$ cat src/rtl/dsq_pkg.sv
package dsq_pkg;
  // choice made at an evaluation step
  typedef enum logic [2:0] {
    SEL_NONE  = 3'd0,
    SEL_ACT   = 3'd1,
    SEL_INACT = 3'd2,
    SEL_NBA   = 3'd3,
    SEL_MON   = 3'd4,
    SEL_TIMED = 3'd5
  } sel_e;

  typedef enum logic [1:0] {
    ST_IDLE = 2'd0,
    ST_SYNC = 2'd1,
    ST_EVAL = 2'd2,
    ST_UPD  = 2'd3
  } state_e;

  localparam int NCLS = 4;
endpackage

$ cat src/rtl/dsq_arbiter.sv
module dsq_arbiter
  import dsq_pkg::*;
(
  input  logic [NCLS-1:0] pend,       // bit0 highest priority
  input  logic            have_entry,
  output sel_e            sel
);
  always_comb begin
    sel = have_entry ? SEL_TIMED : SEL_NONE;
    for (int i = NCLS - 1; i >= 0; i--) begin
      if (pend[i]) sel = sel_e'(3'(i + 1));
    end
  end
endmodule

$ cat src/rtl/dsq_table.sv
module dsq_table #(
  parameter int DEPTH  = 8,
  parameter int TIME_W = 32,
  parameter int IW     = 3,
  parameter int VAL_W  = 8,
  localparam int AW    = (DEPTH > 1) ? $clog2(DEPTH) : 1,
  localparam int EW    = TIME_W + IW + VAL_W
) (
  input  logic              clk,
  input  logic              we,
  input  logic [AW-1:0]     waddr,
  input  logic [TIME_W-1:0] wtime,
  input  logic [IW-1:0]     widx,
  input  logic [VAL_W-1:0]  wval,
  input  logic [AW-1:0]     raddr,
  output logic [TIME_W-1:0] rtime,
  output logic [IW-1:0]     ridx,
  output logic [VAL_W-1:0]  rval
);
  logic [EW-1:0] mem [DEPTH];
  logic [EW-1:0] rd_q;

  // single write port, registered read: maps onto block RAM
  always_ff @(posedge clk) begin
    if (we) mem[waddr] <= {wtime, widx, wval};
    rd_q <= mem[raddr];
  end

  assign {rtime, ridx, rval} = rd_q;
endmodule

$ cat src/rtl/dsq_timekeep.sv
module dsq_timekeep #(
  parameter int TIME_W = 32
) (
  input  logic              clk,
  input  logic              rst,
  input  logic              advance,
  input  logic [TIME_W-1:0] target,
  output logic [TIME_W-1:0] now
);
  always_ff @(posedge clk) begin
    if (rst) begin
      now <= '0;
    end else if (advance && (target > now)) begin
      now <= target;
    end
  end
endmodule

$ cat src/rtl/dsq_sequencer.sv
module dsq_sequencer
  import dsq_pkg::*;
#(
  parameter int DEPTH   = 8,
  parameter int NUM_OUT = 8,
  parameter int VAL_W   = 8,
  parameter int TIME_W  = 32,
  localparam int AW     = (DEPTH > 1) ? $clog2(DEPTH) : 1,
  localparam int CW     = $clog2(DEPTH + 1),
  localparam int IW     = (NUM_OUT > 1) ? $clog2(NUM_OUT) : 1
) (
  input  logic              clk,
  input  logic              rst,
  input  logic              load_en,
  input  logic [AW-1:0]     load_addr,
  input  logic [TIME_W-1:0] load_time,
  input  logic [IW-1:0]     load_idx,
  input  logic [VAL_W-1:0]  load_val,
  input  logic [CW-1:0]     entry_count,
  input  logic              start,
  input  logic              pend_active,
  input  logic              pend_inactive,
  input  logic              pend_nba,
  input  logic              pend_monitor,
  output logic              go_active,
  output logic              go_inactive,
  output logic              go_nba,
  output logic              go_monitor,
  output logic              go_update,
  output logic              apply_en,
  output logic [IW-1:0]     apply_idx,
  output logic [VAL_W-1:0]  apply_val,
  output logic [TIME_W-1:0] sim_time,
  output logic              done
);
  state_e            state_q;
  logic [CW-1:0]     rd_ptr_q;
  logic [CW-1:0]     count_q;
  logic [TIME_W-1:0] ent_time;
  logic [IW-1:0]     ent_idx;
  logic [VAL_W-1:0]  ent_val;
  logic              have_entry;
  logic              time_adv;
  sel_e              sel;

  assign have_entry = (rd_ptr_q < count_q);

  dsq_arbiter u_arb (
    .pend       ({pend_monitor, pend_nba, pend_inactive, pend_active}),
    .have_entry (have_entry),
    .sel        (sel)
  );

  dsq_table #(
    .DEPTH(DEPTH), .TIME_W(TIME_W), .IW(IW), .VAL_W(VAL_W)
  ) u_tab (
    .clk   (clk),
    .we    (load_en && (state_q == ST_IDLE)),
    .waddr (load_addr),
    .wtime (load_time),
    .widx  (load_idx),
    .wval  (load_val),
    .raddr (rd_ptr_q[AW-1:0]),
    .rtime (ent_time),
    .ridx  (ent_idx),
    .rval  (ent_val)
  );

  assign time_adv = (state_q == ST_EVAL) && (sel == SEL_TIMED);

  dsq_timekeep #(.TIME_W(TIME_W)) u_time (
    .clk     (clk),
    .rst     (rst),
    .advance (time_adv),
    .target  (ent_time),
    .now     (sim_time)
  );

  always_ff @(posedge clk) begin
    if (rst) begin
      state_q     <= ST_IDLE;
      rd_ptr_q    <= '0;
      count_q     <= '0;
      go_active   <= 1'b0;
      go_inactive <= 1'b0;
      go_nba      <= 1'b0;
      go_monitor  <= 1'b0;
      go_update   <= 1'b0;
      apply_en    <= 1'b0;
      apply_idx   <= '0;
      apply_val   <= '0;
      done        <= 1'b0;
    end else begin
      go_active   <= 1'b0;
      go_inactive <= 1'b0;
      go_nba      <= 1'b0;
      go_monitor  <= 1'b0;
      go_update   <= 1'b0;
      apply_en    <= 1'b0;
      unique case (state_q)
        ST_IDLE: begin
          if (start) begin
            count_q  <= (entry_count > CW'(DEPTH)) ? CW'(DEPTH) : entry_count;
            rd_ptr_q <= '0;
            state_q  <= ST_SYNC;
          end
        end
        ST_SYNC: state_q <= ST_EVAL;   // lets the first table read settle
        ST_EVAL: begin
          if (sel == SEL_NONE) begin
            done <= 1'b1;
          end else begin
            done    <= 1'b0;
            state_q <= ST_UPD;
            unique case (sel)
              SEL_ACT:   go_active   <= 1'b1;
              SEL_INACT: go_inactive <= 1'b1;
              SEL_NBA:   go_nba      <= 1'b1;
              SEL_MON:   go_monitor  <= 1'b1;
              default: begin
                apply_en  <= 1'b1;
                apply_idx <= ent_idx;
                apply_val <= ent_val;
                rd_ptr_q  <= rd_ptr_q + CW'(1);
              end
            endcase
          end
        end
        ST_UPD: begin
          go_update <= 1'b1;
          state_q   <= ST_EVAL;
        end
        default: state_q <= ST_IDLE;
      endcase
    end
  end
endmodule

$ cat config.mk
export PLATFORM = sky130hd
export DESIGN_NAME = dsq_sequencer
export DESIGN_NICKNAME = d
export VERILOG_FILES = /design/src/rtl/dsq_pkg.sv /design/src/rtl/dsq_arbiter.sv /design/src/rtl/dsq_table.sv /design/src/rtl/dsq_timekeep.sv /design/src/rtl/dsq_sequencer.sv
export SDC_FILE = /design/constraint.sdc
export NUM_CORES = 1
export LEC_CHECK = 0
export BUFFER_PORTS_ARGS = -buffer_cell sky130_fd_sc_hd__buf_2
export CAP_MARGIN = 20
export CORE_UTILIZATION = 45
export CTS_CLUSTER_DIAMETER = 200
export CTS_CLUSTER_SIZE = 12
export DETAILED_ROUTE_END_ITERATION = 8
export PLACE_DENSITY = 0.73
export SYNTH_ARGS = -nofsm -noshare
export SYNTH_HDL_FRONTEND = slang
export SYNTH_SLANG_ARGS = --single-unit
export TNS_END_PERCENT = 100
$ cat constraint.sdc
create_clock -name clk -period 5.6 [get_ports clk]
set_clock_uncertainty 0.15 [all_clocks]
set_input_delay 1.12 -clock clk [delete_from_list [all_inputs] [get_ports clk]]
set_output_delay 1.12 -clock clk [all_outputs]
set_load 0.01 [all_outputs]
# [Yosys cells after proc, flatten, opt, wreduce, memory -nomap -nowiden]
# Memories as Yosys holds them, arrays and structs flattened. A register that Yosys moved wholly into a read port is not among the register bits.
# Index checks and enable logic that the tools add are counted.
[op_classes] add_sub_neg=1 n_lt_le_gt_ge=3 n_eq_ne=11 muxes=22 bitwise_logic=3 reduce_logical=13
[ops] operator="32-bit greater-than comparator" n=1
[ops] operator="4-bit two-way mux" n=4
[ops] operator="3-bit two-way mux" n=5
[ops] operator="1-bit two-way mux" n=9
[ops] operator="4-bit one-hot mux with 2 select lines" n=1
[ops] operator="3-bit by 2-bit equality test with 1-bit output, second input constant" n=2
[ops] operator="3-bit equality test, second input constant" n=2
[ops] operator="2-bit inequality test, second input constant" n=3
[ops] operator="2-bit one-hot mux with 3 select lines" n=1
[ops] operator="4-bit by 1-bit adder with 4-bit output, second input constant" n=1
[ops] operator="2-bit equality test, second input constant" n=2
[ops] operator="4-bit greater-than comparator, second input constant" n=1
[ops] operator="4-bit less-than comparator" n=1
[ops] operator="2-bit two-way mux" n=2
[ops] operator="2-bit AND reduction" n=2
[ops] operator="4-bit AND reduction" n=1
[ops] operator="4-bit OR reduction" n=1
[ops] operator="3-bit by 1-bit equality test with 1-bit output, second input constant" n=1
[ops] operator="1-bit logical AND" n=3
[ops] operator="3-bit logical NOT" n=1
[ops] operator="1-bit inverter" n=3
[ops] operator="3-bit AND reduction" n=1
[ops] operator="3-bit OR reduction" n=1
[ops] operator="2-bit by 1-bit equality test with 1-bit output, second input constant" n=1
[ops] operator="3 further kinds" n=3
[totals] regBits=60 ram_bits=344 in_bits=58 output_inout_bits=50 word_cells=67 mem_count=1
[memory_table] name="u_tab.mem" words=8 word_bits=43 rd=1 rd_ports_with_merged_regs=1 wr=1 line="dsq_table.sv:20" text="logic [EW-1:0] mem [DEPTH];"

# [Logic depth before layout (Yosys ltp)]
[depth] ltp_word=11 ltp_mapped=10 mapped_depth_nobuf=8

# [Hierarchy]
# From an unflattened synthesis, not the netlist that was laid out.
[hier_totals] cells_unflattened=943 area_unflattened_um2=17545.6
[modules_own_cells] module="dsq_table" n_inst=1 cells_per_inst=554 area_each_um2=14027.2 seq_area_each_um2=11190.7
[modules_own_cells] module="dsq_timekeep" n_inst=1 cells_per_inst=250 area_each_um2=2308.5 seq_area_each_um2=640.6
[modules_own_cells] module="dsq_sequencer" n_inst=1 cells_per_inst=132 area_each_um2=1172.4 seq_area_each_um2=560.5
[modules_own_cells] module="dsq_arbiter" n_inst=1 cells_per_inst=7 area_each_um2=37.5 seq_area_each_um2=0.0

# [Worst setup path before layout]
# Ideal clock, no wire load.
[synth_path] kind="input to register" start="in load_addr[0]" end="mem u_tab.mem[0][0] (netlist name) (enable)" setup_ps=497 arrival_time_ps=4278 t_required_ps=4953 path_slack_ps=675 cell_stages=2 n_path_buf=0 path_cell_list="nand3b_1 nor3_1"
[synth_lines] element="start, declared" line="dsq_sequencer.sv:15" text="input logic [AW-1:0] load_addr,"
[synth_lines] element="end, declared" line="dsq_table.sv:20"
# No word-level cell before the write port.

# [Final worst setup path]
[layout_path] start="reg rd_ptr_q[1]" end="reg u_time.now[20]"
[layout_between] elab_chain_cells=9
[layout_rtl] element="start, declared" line="dsq_sequencer.sv:37" text="logic [CW-1:0] rd_ptr_q;"
[layout_rtl] element="start signal, assigned" line="dsq_sequencer.sv:124" text="rd_ptr_q <= rd_ptr_q + CW'(1);"
[layout_rtl] element="4-bit less-than comparator" line="dsq_sequencer.sv:46" text="assign have_entry = (rd_ptr_q < count_q);"
[layout_rtl] element="3-bit two-way mux" line="dsq_arbiter.sv:9" text="sel = have_entry ? SEL_TIMED : SEL_NONE;"
[layout_rtl] element="3-bit two-way mux (4 in a row)" line="dsq_arbiter.sv:11" text="if (pend[i]) sel = sel_e'(3'(i + 1));"
[layout_rtl] element="3-bit equality test" line="dsq_sequencer.sv:69" text="assign time_adv = (state_q == ST_EVAL) && (sel == SEL_TIMED);"
[layout_rtl] element="1-bit logical AND" line="dsq_sequencer.sv:69"
[layout_rtl] element="1-bit logical AND" line="dsq_timekeep.sv:13" text="end else if (advance && (target > now)) begin"
[layout_rtl] element="end signal, assigned" line="dsq_timekeep.sv:14" text="now <= target;"
[layout_rtl] element="end, declared" line="dsq_timekeep.sv:8" text="output logic [TIME_W-1:0] now"
# Every way passes these cells.
# A chain may end at the register's enable or synchronous reset.

==> results.sh <==
export IMPL_postSynthAreaPerCell_um2=18.1
export IMPL_dr_pass1_iters=5
export IMPL_die_area_um2=38900
export IMPL_post_drt_wl_per_cell_um=21.2
export IMPL_fp_coreArea_um2=37600
export IMPL_fillers=2970
export IMPL_synth_flop_cell="edfxtp_1"
export IMPL_grt_pass1_vias=8911
export IMPL_worst_pin_slew_ps=1050
export IMPL_track_usage_pct=18.3
export IMPL_wl_met1_um=13900
export IMPL_clk_latency_ps=540
export IMPL_wl_met2_um=17700
export IMPL_slew_viol_final=0
export IMPL_drt_wl_total_um=34300
export IMPL_numCtsBuffers=43
export IMPL_gr_total_overflow=0
export IMPL_die_x_um=197
export IMPL_hold_class="reg -> reg"
export IMPL_maxCapViolations=0
export IMPL_num_vias=8579
export IMPL_ys_seq_elements=447
export IMPL_setup_viol=0
export IMPL_critPathKind="reg -> reg"
export IMPL_synth_top_area_cell="edfxtp_1"
export IMPL_synth_top_area_share_pct=60.2
export IMPL_setup_tns_ps=0
export IMPL_postCtsHoldBufs=0
export IMPL_drc=0
export IMPL_htreeDepth=2
export IMPL_drive_gt1_share_pct=28.5
export IMPL_status="completed"
export IMPL_synth_distinct_cells=41
export IMPL_die_h_um=197
export IMPL_max_freq_mhz=271
export IMPL_root_buffer="clkbuf_16"
export IMPL_synth_fp_nets=1039
export IMPL_dp_cells=1535
export IMPL_netlist_area_um2=17100
export IMPL_stdcell_count=1617
export IMPL_rsz0062_at_grt="false"
export IMPL_cts_sinks=447
export IMPL_rows=71
export IMPL_critPathCaptureType="flop"
export IMPL_areaGrowthSynthToFinish_pct=14.4
export IMPL_grt_max_degree=58
export IMPL_ys_warn_count=0
export IMPL_critPathMaxFanout=40
export IMPL_nets=1164
export IMPL_via_per_inst=5.31
export IMPL_antenna_found_initial=3
export IMPL_cts_tree="yes"
export IMPL_final_antenna_net_count=0
export IMPL_routabilityCongestion=0.759
export IMPL_port_buffers=107
export IMPL_critPathLaunchType="flop"
export IMPL_cts_setup_buffers=0
export IMPL_path_clk_slew_ps=70
export IMPL_dr_wl_met3_um=2100
export IMPL_leakage_nw=6.65
export IMPL_synth_area_leaders="edfxtp_1, dfxtp_1, mux4_2"
export IMPL_fin_crit_sh_pct=65.9
export IMPL_period_needed_ps=3690
export IMPL_ys_seq_area_share_pct=72.3
export IMPL_grt_pass1_wl_um=53100
export IMPL_start_util_pct=45.6
export IMPL_ctsResizeCount=0
export IMPL_hpwlAfterDp_um=20200
export IMPL_async_flop_share_pct=0
export IMPL_cts_buffer_depth=3
export IMPL_powerDensity_nw_per_um2=330
export IMPL_synthCells=945
export IMPL_boundaryPins=108
export IMPL_first_iter_violations=558
export IMPL_hold_violations=0
export IMPL_peakVddDrop_mv=0.247
export IMPL_maxSlewHeadroom_pct=29.8
export IMPL_cp_data_required_time_ps=5860
export IMPL_top_layer="met5"
export IMPL_synth_edf_count=344
export IMPL_arrival_ps=3950
## routing by layer
metal / track usage, % / up-vias
met2: 32.2 / 237
met3: 4.00 / 50
li1: - / 3919
met5: 0 / -
met4: 3.96 / 4
met1: 23.1 / 4369
## cells in the final DEF, fill, tap and decap left out, types with 32 or more instances in the layout
master and count:
mux2_2 43, ha_1 36, inv_1 36, clkbuf_16 44
mux2i_1 32, buf_2 107, dfxtp_1 100, edfxtp_1 344
clkbuf_1 33, mux4_2 86, a21oi_1 36, nand2b_1 68
## state kept, by name, indices dropped and copies added, names as in the netlist, 2 cells and up
signal,flops
u_tab.rd_q,43
u_time.now,32
apply_idx,3
apply_val,8
state_q,2
rd_ptr_q,4
count_q,4
u_tab.mem,344
## where the power goes
group / internal (mW) / switching, mW / leakage (nW)
clock: 1.48 / 1.17 / 0.599
combinational: 0.0599 / 0.115 / 2.09
sequential: 3.63 / 0.0170 / 3.96
total: 5.17 / 1.30 / 6.65
## path summary, 6_finish.rpt
kind | start | end | cells past startpoint | slack [ps]
worst max-delay path | rd_ptr_q[1] | u_time.now[20] | 7 | 1910
worst min-delay path | apply_val[4] | apply_val[4] | 2 | 300
worst max register to register | rd_ptr_q[1] | u_time.now[20] | 7 | 1910
worst min register to register | apply_val[4] | apply_val[4] | 2 | 300
## cell usage after synthesis (7+ instances only)
library cell  number
nand2b_1          68
a21oi_1           36
inv_1             36
o21ai_0            8
mux4_2            86
mux2i_1           32
mux2_2            43
edfxtp_1         344
clkbuf_1          27
buf_1             10
nand2_1           28
nand3_1           17
ha_1              36
dfxtp_1          103
nand4_1            7
nor2_1            19
## layout make-up
type                       count  area, µm²  share of cell area, %
inverter                      36        135                  0.689
sequential                   447      12400                   63.2
antenna                        1       2.50                 0.0128
multi-input combinational    419       4490                   22.9
clock buffer                  77       1220                   6.25
tap                          511        639                   3.26
clock inverter                 3       36.3                  0.185
timing repair buffer         123        676                   3.45
## critical path, cell delays in order, from the launching register on
cell and delay, ps:
dfxtp_4 720, ha_1 340, a211o_1 300, a211oi_4 600, nand2_2 330, o32a_2 720
buf_16 270, mux2i_1 130
## cells by family (layout without fill, tap and decap cells)
logic type / Yosys count / in the layout / share of synthesized area (%)
AO/OA/AOI/OAI: 57 / 57 / 1.96
multiplexers: 161 / 161 / 16.0
flip-flops: 447 / 447 / 72.3
buffers and inverters: 79 / 239 / 1.88
other: 0 / 1 / 0
adder cells (fa/ha/maj): 36 / 36 / 2.63
AND/OR/NAND/NOR: 165 / 165 / 5.26
## metrics by stage
step           power, mW  setup WS (ps)  hold WS, ps  cell area, µm²  util [%]
6_report            6.47           1910          302           19600      52.2
5_1_grt             6.68           1720          320           19600      52.2
4_1_cts             6.52           1850          306           19600      52.1
3_5_place_dp        3.89           1870          297           18300      48.7
3_3_place_gp        3.88           1950          299           18300      48.7
2_1_floorplan       3.80            675          279           17100         -
No activity file was read; power rests on OpenSTA's default activity.
